--- src/rtl/xover_pkg.sv ---
package xover_pkg;

    typedef enum logic [1:0] {
        ST_IDLE = 2'd0,
        ST_ARM  = 2'd1,
        ST_RUN  = 2'd2,
        ST_HOLD = 2'd3
    } xover_state_t;

    typedef struct packed {
        logic fin;
        logic sat;
    } xover_flags_t;

    function automatic int unsigned sat_value(input int unsigned width);
        return (1 << width) - 1;
    endfunction

endpackage

--- src/rtl/xover_sign_track.sv ---
module xover_sign_track (
    input  logic clk,
    input  logic rst,
    input  logic capture,
    input  logic sample,
    output logic ref_pol,
    output logic flipped
);
    logic ref_q;

    always_ff @(posedge clk) begin
        if (rst)
            ref_q <= 1'b0;
        else if (capture)
            ref_q <= sample;
    end

    assign ref_pol = ref_q;
    assign flipped = sample ^ ref_q;

    AST_REF_CAPTURE: assert property (@(posedge clk) disable iff (rst)
        capture |=> (ref_pol == $past(sample)));

endmodule

--- src/rtl/xover_sat_counter.sv ---
module xover_sat_counter #(
    parameter int unsigned CNT_W = 10
) (
    input  logic             clk,
    input  logic             rst,
    input  logic             clr,
    input  logic             load_one,
    input  logic             inc,
    output logic [CNT_W-1:0] cnt,
    output logic             at_max
);
    localparam logic [CNT_W-1:0] MAXV = {CNT_W{1'b1}};
    localparam logic [CNT_W-1:0] ONE  = {{(CNT_W-1){1'b0}}, 1'b1};

    logic [CNT_W-1:0] cnt_q;

    always_ff @(posedge clk) begin
        if (rst || clr)
            cnt_q <= '0;
        else if (load_one)
            cnt_q <= ONE;
        else if (inc && (cnt_q != MAXV))
            cnt_q <= cnt_q + ONE;
    end

    assign cnt    = cnt_q;
    assign at_max = (cnt_q == MAXV);

    AST_NO_WRAP: assert property (@(posedge clk) disable iff (rst)
        (at_max && !clr && !load_one) |=> (cnt == MAXV));

endmodule

--- src/rtl/xover_timer.sv ---
module xover_timer
    import xover_pkg::*;
#(
    parameter int unsigned CNT_W = 10
) (
    input  logic             clk,
    input  logic             rst,
    input  logic             step_applied,
    input  logic             late_early,
    output logic [CNT_W-1:0] cross_cnt,
    output logic             done,
    output logic             overflow,
    output logic             busy
);
    localparam logic [CNT_W-1:0] MAXV = CNT_W'(sat_value(CNT_W));

    xover_state_t state_q, state_d;
    xover_flags_t flags_q, flags_d;
    logic         capture, load_one, inc, flipped, ref_pol, at_max;

    xover_sign_track u_sign (
        .clk     (clk),
        .rst     (rst),
        .capture (capture),
        .sample  (late_early),
        .ref_pol (ref_pol),
        .flipped (flipped)
    );

    xover_sat_counter #(.CNT_W(CNT_W)) u_cnt (
        .clk      (clk),
        .rst      (rst),
        .clr      (step_applied),
        .load_one (load_one),
        .inc      (inc),
        .cnt      (cross_cnt),
        .at_max   (at_max)
    );

    always_comb begin
        state_d  = state_q;
        flags_d  = flags_q;
        capture  = 1'b0;
        load_one = 1'b0;
        inc      = 1'b0;
        if (step_applied) begin
            state_d = ST_ARM;
            flags_d = '0;
        end else begin
            unique case (state_q)
                ST_ARM: begin
                    capture  = 1'b1;
                    load_one = 1'b1;
                    state_d  = ST_RUN;
                end
                ST_RUN: begin
                    if (flipped) begin
                        state_d     = ST_HOLD;
                        flags_d.fin = 1'b1;
                    end else if (at_max) begin
                        state_d     = ST_HOLD;
                        flags_d.fin = 1'b1;
                        flags_d.sat = 1'b1;
                    end else begin
                        inc = 1'b1;
                    end
                end
                default: ;
            endcase
        end
    end

    always_ff @(posedge clk) begin
        if (rst) begin
            state_q <= ST_IDLE;
            flags_q <= '0;
        end else begin
            state_q <= state_d;
            flags_q <= flags_d;
        end
    end

    assign done     = flags_q.fin;
    assign overflow = flags_q.sat;
    assign busy     = (state_q == ST_ARM) || (state_q == ST_RUN);

    AST_IDLE_QUIET: assert property (@(posedge clk) disable iff (rst)
        (state_q == ST_IDLE && !step_applied) |=> (cross_cnt == '0 && !done));
    AST_FIRST_CMP_ONE: assert property (@(posedge clk) disable iff (rst)
        (state_q == ST_ARM && !step_applied) |=> (cross_cnt == CNT_W'(1) && busy));
    AST_HOLD_STABLE: assert property (@(posedge clk) disable iff (rst)
        (done && !step_applied) |=> ($stable(cross_cnt) && done && $stable(overflow)));
    AST_OVF_AT_MAX: assert property (@(posedge clk) disable iff (rst)
        overflow |-> (done && cross_cnt == MAXV));
    AST_STEP_RESTARTS: assert property (@(posedge clk) disable iff (rst)
        step_applied |=> (cross_cnt == '0 && !done && !overflow && busy));
    AST_BUSY_DONE_EXCL: assert property (@(posedge clk) disable iff (rst)
        !(busy && done));

endmodule

--- config.mk ---
export PLATFORM = sky130hd
export DESIGN_NAME = xover_timer
export DESIGN_NICKNAME = d
export VERILOG_FILES = /design/src/rtl/xover_pkg.sv /design/src/rtl/xover_sign_track.sv /design/src/rtl/xover_sat_counter.sv /design/src/rtl/xover_timer.sv
export SDC_FILE = /design/constraint.sdc
export NUM_CORES = 1
export LEC_CHECK = 0
export ABC_AREA = 1
export BUFFER_PORTS_ARGS = -buffer_cell sky130_fd_sc_hd__buf_2
export CAP_MARGIN = 20
export CORE_MARGIN = 1
export CORE_UTILIZATION = 50
export CTS_BUF_LIST = sky130_fd_sc_hd__clkbuf_8 sky130_fd_sc_hd__clkbuf_16
export DETAILED_ROUTE_END_ITERATION = 8
export HOLD_SLACK_MARGIN = 0.15
export PLACE_DENSITY = 0.73
export SETUP_SLACK_MARGIN = 0.5
export SLEW_MARGIN = 20
export SYNTH_ARGS = -nofsm -noshare
export SYNTH_HDL_FRONTEND = slang
export SYNTH_SLANG_ARGS = --single-unit
export TNS_END_PERCENT = 5
--- constraint.sdc ---
create_clock -name clk -period 3.3 [get_ports clk]
set_input_delay 0.66 -clock clk [delete_from_list [all_inputs] [get_ports clk]]
set_output_delay 0.66 -clock clk [all_outputs]
set_load 0.02 [all_outputs]
# Word-level counts from Yosys, hierarchy flattened
# Index checks and enable logic that the tools add are counted.
# totals
regBits	15
inputBits	4
out_inout_bits	13
# classes
n_addsub	1
n_eq_ne	6
muxes	14
bitwise_logic	2
reduce_logical	13
# op_table
operator	count
10-bit by 1-bit adder with 10-bit output, second input constant	1
10-bit == test, second input constant	1
1-bit two-way mux	10
10-bit != test, second input constant	1
2-bit two-way mux	3
2-bit AND reduction	3
2-bit nonzero test	3
4-bit != test, second input constant	1
2-bit one-hot mux with 2 select lines	1
2-bit OR reduction	2
3-bit != test, second input constant	1
3-bit AND reduction	1
3-bit nonzero test	1
2-bit by 1-bit == test with 1-bit output, second input constant	1
2-bit == test, second input constant	1
1-bit logical OR	2
1-bit logical AND	1
1-bit NOT	1
1-bit XOR	1

# Depth between registers and ports, before layout
# Gate-level depths: netlist of the first run.
# depth
ltp_word	8
ltp_mapped	9

# Cells and area by module
# A second synthesis of the first run with hierarchy kept.
# hier_totals
hier_cells	131
area_unflattened_um2	875.8
# by_module_without_submodules
module	n_inst	cells_each	area_per_inst_um2
xover_sat_counter	1	92	605.6
xover_timer	1	31	216.5
xover_sign_track	1	8	53.8

# Least setup slack after synthesis of the first run
# OpenSTA, ideal clock, no wires.
# synth_path
path_kind	reg-to-reg
startpoint	reg u_cnt.cnt_q[0], in the netlist u_cnt.cnt[0]
endpoint	reg u_cnt.cnt_q[5], in the netlist u_cnt.cnt[5]
arrival_ns	1.415
required_ns	3.229
slack_ns	1.814
stages_incl_launch_ff	9
path_buffers	1
path_cell_list	dfxtp_1 > ha_1 > inv_2 > nor2_4 > nand3b_4 > nand2_2 > buf_6 > nand2_1 > a21oi_1
# synth_via
elab_chain_len	6
elab_cells_between_ends	8
classes_between	add/sub (1); eq/ne (2); mux (4); reduce/logical (1)
# synth_lines
item	line_no	text
start: declaration	xover_sat_counter.sv:15	logic [CNT_W-1:0] cnt_q;
start signal: assignment	xover_sat_counter.sv:23	cnt_q <= cnt_q + ONE;
10-bit == test	xover_sat_counter.sv:27	assign at_max = (cnt_q == MAXV);
1-bit two-way mux	xover_timer.sv:60	end else if (at_max) begin
1-bit two-way mux	xover_timer.sv:57	if (flipped) begin
1-bit two-way mux	xover_timer.sv:50	unique case (state_q)
1-bit two-way mux	xover_timer.sv:46	if (step_applied) begin
1-bit logical AND	xover_sat_counter.sv:22	else if (inc && (cnt_q != MAXV))
# Several ways; a longest one is shown, not always the timed one.
# A chain may end at the register's enable or synchronous reset.

# Worst setup path in the final report of the first run
# layout_path
startpoint	reg state_q[0]
endpoint	out busy
# layout_via
elab_chain_len	2
elab_cells_between_ends	3
classes_between	eq/ne (2); reduce/logical (1)
# layout_lines
item	line_no	text
start: declaration	xover_timer.sv:17	xover_state_t state_q, state_d;
start signal: assignment	xover_timer.sv:78	state_q <= state_d;
2-bit by 1-bit == test with 1-bit output / 2-bit == test (equally long branches)	xover_timer.sv:85	assign busy = (state_q == ST_ARM) || (state_q == ST_RUN);
1-bit logical OR *	xover_timer.sv:85	
end: declaration	xover_timer.sv:13	output logic busy
# Every way passes the cells marked *; elsewhere a longest branch is shown, timed or not.

==> impl_metrics.tcl, run 1 <==
set metrics [dict create \
    outcome "completed" \
    cp_max_fo 3 \
    start_kind "flip-flop" \
    clk_pin_slew_ps 70 \
    grtUsageMet2_pct 36.2 \
    whs_path_depth 2 \
    grt-ovfl-total 0 \
    r2r_slack_ps 1720 \
    ir_drop_v 0.000273 \
    routedWlPerCell_um 10.7 \
    crit_chain "inv_1 -> ha_1 -> inv_1 -> buf_2" \
    nets 156 \
    post_cts_buffers 0 \
    htreeDepth 1 \
    async_reset_ff_share_pct 0 \
    use_met1_pct 28.0 \
    ys.flop_type "dfxtp_1" \
    ys_ff_latch 15 \
    syn-cell-area_sq_um 898 \
    start_util_pct 56.4 \
    hold_end "done" \
    synth_cell_types 19 \
    drive_above_1_share_pct 22.3 \
    ioPinCount 17 \
    crit_family "flip-flops" \
    synth_top_area_share_pct 33.4 \
    power_density_nw_per_um2 364 \
    yosys_warnings 0 \
    hold_start "done" \
    cts_hold_buf 0 \
    die-height_um 44.4 \
    worst-path-stages 4 \
    fp.dieArea_sq_um 1970 \
    tightestPinTransition_ps 300 \
    antenna_cells 0 \
    synth_commonest_cells "42 x nand2_1, 16 x inv_1, 15 x dfxtp_1, 12 x a21oi_1, 12 x nor2_1" \
    seq_area_frac_synth_pct 33.4 \
    drt_iter0_markers 11 \
    fin_crit_sh_pct 54.8 \
    final-setup-viol-count 0 \
    critical_path_class "reg -> out" \
    period_minus_slack_ps 1810 \
    gr-usage-met3_pct 4.08 \
    num_vias 862 \
    total_power_mw 0.380 \
    rsz0062_at_grt "false" \
    grt_pass1_vias 765 \
    synth_cells 129 \
    synth.most_common_cell "nand2_1" \
    vias_per_cell 5.01 \
    dieWidth_um 44.4 \
    synth.net_count 136 \
    max_cap_violations 0 \
    grt.busiest_layer "met2" \
    synthTopCellsByArea "dfxtp_1 33%, nand2_1 18%, a21oi_1 6.7%" \
    skew_ps 3.48 \
    fin_setup_tns_ps 0 \
    arrival_ps 1150 \
    rr_endpoint "state_q[0]" \
    p_leak_nw 0.473 \
    core-area_sq_um 1590 \
    ctsResizeCount 0 \
    grt_pass1_wl_um 3190 \
    rows 14 \
    cp_common_cell "inv_1" \
    hpwlAfterDp_um 1400 \
    required_ps 2640 \
    slew_headroom_pct 79.9 \
    synth_edf_count 0 \
    synth_area_per_cell_sq_um 6.96 \
    grt_util_all_layers_pct 22.2 \
    cp-startpoint "state_q[0]" \
    port_buffers 16 \
    grt_start_max_net_pins 12 \
    drc 0 \
    area_growth_pct 16.2 \
    cp_slowest_cell "dfxtp_1" \
    cts_made_buffers 3 \
    cts_buffer_depth 2 \
    timing.rr.start "u_cnt.cnt[0]" \
    end_kind "output pin" \
    ant_nets 0 \
    firstDrtPassIters 4 \
    hp-class "reg -> reg" \
    drv_slew 0 \
    gp_congestion 0.885 \
    antenna_found_initial 0 \
    crit_path_max_incr_delay_ps 370 \
    critPathBufInv 3 \
    hold_viol_final 0 \
    clkSinkCount 15 \
    yosysTopAreaCell "dfxtp_1" \
    clockRootBuffer "clkbuf_8" \
    clk_latency_ps 250 \
    cts_tree "done" \
    fillers 151 \
    drt-total-wl_um 1840 \
    fmax_mhz 553 \
    ff2ff_path_depth 8 \
]
## per-layer routing
metal / wire length, um / vias to the layer above
met5: 0 / -
met4: 24 / 0
met3: 76 / 4
met2: 886 / 27
met1: 855 / 392
li1: - / 439
## worst max path at each step
stage / to
after floorplan: u_cnt.cnt[5]
after global placement: u_cnt.cnt[0]
after detailed placement: u_cnt.cnt[0]
after CTS: busy
after global routing: busy
final: busy
## state kept, by name, summed over array words and instances (netlist names)
signal,cells
done,1
overflow,1
state_q,2
u_cnt.cnt,10
u_sign.ref_pol,1
## power by group
| group | total, mW | internal (mW) | leakage [nW] | switching, mW |
|---|---|---|---|---|
| Clock | 0.154 | 0.0838 | 0.0255 | 0.0698 |
| Combinational | 0.0381 | 0.0129 | 0.326 | 0.0252 |
| Sequential | 0.188 | 0.185 | 0.121 | 0.00337 |
| Total | 0.380 | 0.281 | 0.473 | 0.0983 |
## worst reg2reg max path: cells and delay by family, from the launching register on
family | cells | cell delay [ps]
AO/OA/AOI/OAI | 1 | 50
buffers and inverters | 1 | 60
AND/OR/NAND/NOR | 5 | 670
adder cells (fa/ha/maj) | 1 | 260
flip-flops | 1 | 440
## layout make-up
class,count,area [sq um],area share (%)
clock buffers,3,41.3,3.96
well taps,24,30.0,2.88
clock inverters,1,5.00,0.480
multi-input cells,96,523,50.1
inverters,17,63.8,6.12
repair buffers,16,80.1,7.67
flip-flops and latches,15,300,28.8
## cells in the final DEF (no fill, tap or decap)
cell type	count
nand2_1	42
inv_1	16
buf_2	16
dfxtp_1	15
nor2_1	12
a21oi_1	12
nand3_1	5
nand2_2	4
nor2_4	4
xor2_1	3
xnor2_1	3
ha_1	3
clkbuf_8	3
nand3_2	2
nand4_1	2
inv_2	1
nand3b_4	1
a31oi_1	1
a211oi_1	1
a21oi_2	1
clkinv_2	1
## kinds of logic after synthesis
| family | count (synthesis) | share of synthesized area [%] |
|---|---|---|
| AND/OR/NAND/NOR | 72 | 39.0 |
| buffers and inverters | 18 | 8.36 |
| AO/OA/AOI/OAI | 15 | 9.19 |
| flip-flops | 15 | 33.4 |
| XOR/XNOR | 6 | 5.85 |
| adder cells (fa/ha/maj) | 3 | 4.18 |
## metrics by stage
stage	instances	setup slack, ps	hold slack (ps)	area [sq um]	utilization (%)
2_1_floorplan	129	1810	459	898	-
3_3_place_gp	168	1670	441	997	62.6
3_5_place_dp	168	1620	448	997	62.6
4_1_cts	172	1480	459	1040	65.5
5_1_grt	172	1440	486	1040	65.5
6_report	172	1490	449	1040	65.5
(Power assumes the default switching activity.)
==> run 2: changes to the inputs <==
- ABC_AREA: 1 -> 0
- CORE_UTILIZATION: 50 -> 46
- PLACE_DENSITY: 0.73 -> 0.72
- clock period: 3.3 -> 1.6 ns (I/O delays scaled with it)
==> impl_metrics.tcl, run 2 <==
set metrics [dict create \
    ys_ff_latch 15 \
    gr-usage-met3_pct 5.00 \
    grt_pass1_vias 846 \
    critical_path_class "reg -> reg" \
    slew_headroom_pct 76.5 \
    fmax_mhz 582 \
    clk_pin_slew_ps 70 \
    syn-cell-area_sq_um 786 \
    drv_slew 0 \
    clockRootBuffer "clkbuf_8" \
    start_util_pct 50.4 \
    num_vias 947 \
    cp_max_fo 5 \
    seq_area_frac_synth_pct 38.2 \
    ff2ff_path_depth 6 \
    finalNonFillerCells 148 \
    required_ps 1790 \
    async_reset_ff_share_pct 0 \
    most-common-layout-cells "21 x buf_4, 9 x nand2_1, 7 x nor2_1, 7 x dfxtp_1, 7 x buf_6" \
    cts_tree "done" \
    drive_above_1_share_pct 50.8 \
    use_met1_pct 33.5 \
    dieWidth_um 43.3 \
    placed_cell_area_sq_um 1030 \
    final_area_sq_um 1260 \
    area_growth_pct 60.5 \
    clkSinkCount 15 \
    period_minus_slack_ps 1720 \
    start_kind "flip-flop" \
    clk_latency_ps 250 \
    grt-ovfl-total 0 \
    port_buffers 16 \
    ys.flop_type "dfxtp_1" \
    p_leak_nw 0.505 \
    drt_iter0_markers 44 \
    holdWs_ps 323 \
    utilization_pct 80.9 \
    final-setup-viol-count 4 \
    drt-total-wl_um 2660 \
    fillers 98 \
    ant_nets 0 \
    vias_per_cell 6.40 \
    yosys_warnings 0 \
    largest_register_ffs 10 \
    end_kind "flip-flop" \
    synth_cell_types 29 \
    die-height_um 43.3 \
    r2r_slack_ps -120 \
    drc 4 \
    multi_input_area_sq_um 584 \
    rr_endpoint "u_cnt.cnt[7]" \
    synth_top_area_share_pct 38.2 \
    max_cap_violations 0 \
    grtUsageMet2_pct 46.4 \
    firstDrtPassIters 7 \
    cts_buffer_depth 2 \
    synth.most_common_cell "dfxtp_1" \
    hold_end "u_sign.ref_pol" \
    ioPinCount 17 \
    grt_start_max_net_pins 9 \
    synth_area_per_cell_sq_um 8.18 \
    final_common_cell "buf_4" \
    synth_edf_count 0 \
    violations "DRC, setup timing" \
    whs_path_depth 2 \
    routedWlPerCell_um 18.0 \
    antenna_found_initial 0 \
    outcome "complete, but fails checks" \
    grt.busiest_layer "met2" \
    grt_pass1_wl_um 3780 \
    dp_cells 143 \
    hold_start "rst" \
    hpwlAfterDp_um 1650 \
    core-area_sq_um 1560 \
    ir_drop_v 0.000605 \
    hp-class "in -> reg" \
    rsz0062_at_grt "true" \
    cts_hold_buf 0 \
    timing.rr.start "state_q[0]" \
    yosysTopAreaCell "dfxtp_1" \
    cts_made_buffers 3 \
    seq_area_sq_um 323 \
    grt_util_all_layers_pct 27.4 \
    fp.dieArea_sq_um 1880 \
    fin_ws_ps -118 \
    fin_crit_sh_pct 107 \
    skew_ps 3.84 \
    synth_commonest_cells "15 x dfxtp_1, 10 x nand2_1, 9 x nor2_1, 7 x nor3_1" \
    hold_viol_final 0 \
    synth.net_count 103 \
    synth_cells 96 \
    arrival_ps 1900 \
    antenna_cells 0 \
    power_density_nw_per_um2 649 \
    htreeDepth 1 \
    nets 140 \
    rows 14 \
    synthTopCellsByArea "dfxtp_1 38%, ha_1 4.8%, nand2_1 4.8%" \
    gp_congestion 0.845 \
    tightestPinTransition_ps 351 \
]
run 2: cell count changes after synthesis, moves of 5 or more:
| cell | change |
|---|---|
| nor3_1 | +7 |
| inv_1 | -10 |
| o31ai_1 | +5 |
| nand2_1 | -32 |
| a21oi_1 | -6 |
run 2: final cells by class:
class	instances	share of cell area (%)
inverters	6	1.79
flip-flops and latches	15	25.6
repair buffers	34	21.1
well taps	16	1.59
clock inverters	1	0.298
multi-input cells	73	46.3
clock buffers	3	3.27
run 2: cells by family after synthesis:
group | synth area share, %
adders and majority gates | 4.78
DFF | 38.2
AOI/OAI and AO/OA | 24.4
and+or+nand+nor | 26.6
buffers and inverters | 3.82
xor gates and xnor gates | 2.23
run 2: metal layers:
metal | vias up | wire length [um] | part of all wire (%)
met1 | 451 | 1060 | 40
met3 | 8 | 196 | 7.4
met5 | - | 0 | 0
met2 | 54 | 1360 | 51
met4 | 0 | 46 | 1.7
li1 | 434 | - | -
run 2: worst max-delay path: stages, from the launching register on:
cell      delay (ps)
dfxtp_2          330
inv_2             70
ha_4             140
nand3b_1         130
or3_4            420
or4_4            420
a21oi_2          130
run 2: how the worst max path moves through the flow:
stage            startpoint      endpoint  slack (ps)
2_1_floorplan    state_q[0]  u_cnt.cnt[7]         -20
3_3_place_gp   u_cnt.cnt[0]  u_cnt.cnt[3]          -6
3_5_place_dp     state_q[0]  u_cnt.cnt[3]        -120
4_1_cts          state_q[0]  u_cnt.cnt[7]         -40
5_1_grt          state_q[0]  u_cnt.cnt[7]        -150
6_report         state_q[0]  u_cnt.cnt[7]        -120
run 2: per-stage QoR:
stage / worst slack, ps / total power, mW / setup TNS, ps
after floorplan: -16.1 / 0.442 / -38.3
after global placement: -5.96 / 0.486 / -5.96
after detailed placement: -117 / 0.488 / -186
after CTS: -43.9 / 0.803 / -96.8
after global routing: -148 / 0.844 / -450
final: -118 / 0.818 / -294
run 2: repair_timing:
action | 4_1_cts | 5_1_grt
endpoints found under the setup margin | 25 | 27
pin swaps | 8 | 3
setup buffers | 0 | 1
gates resized for setup | 24 | 28
run 2: power by group:
part | switching, mW | total [mW] | leakage [nW] | internal [mW]
clock | 0.141 | 0.311 | 0.0269 | 0.170
sequential | 0.00789 | 0.381 | 0.127 | 0.374
combinational | 0.0665 | 0.125 | 0.351 | 0.0589
total | 0.216 | 0.818 | 0.505 | 0.602
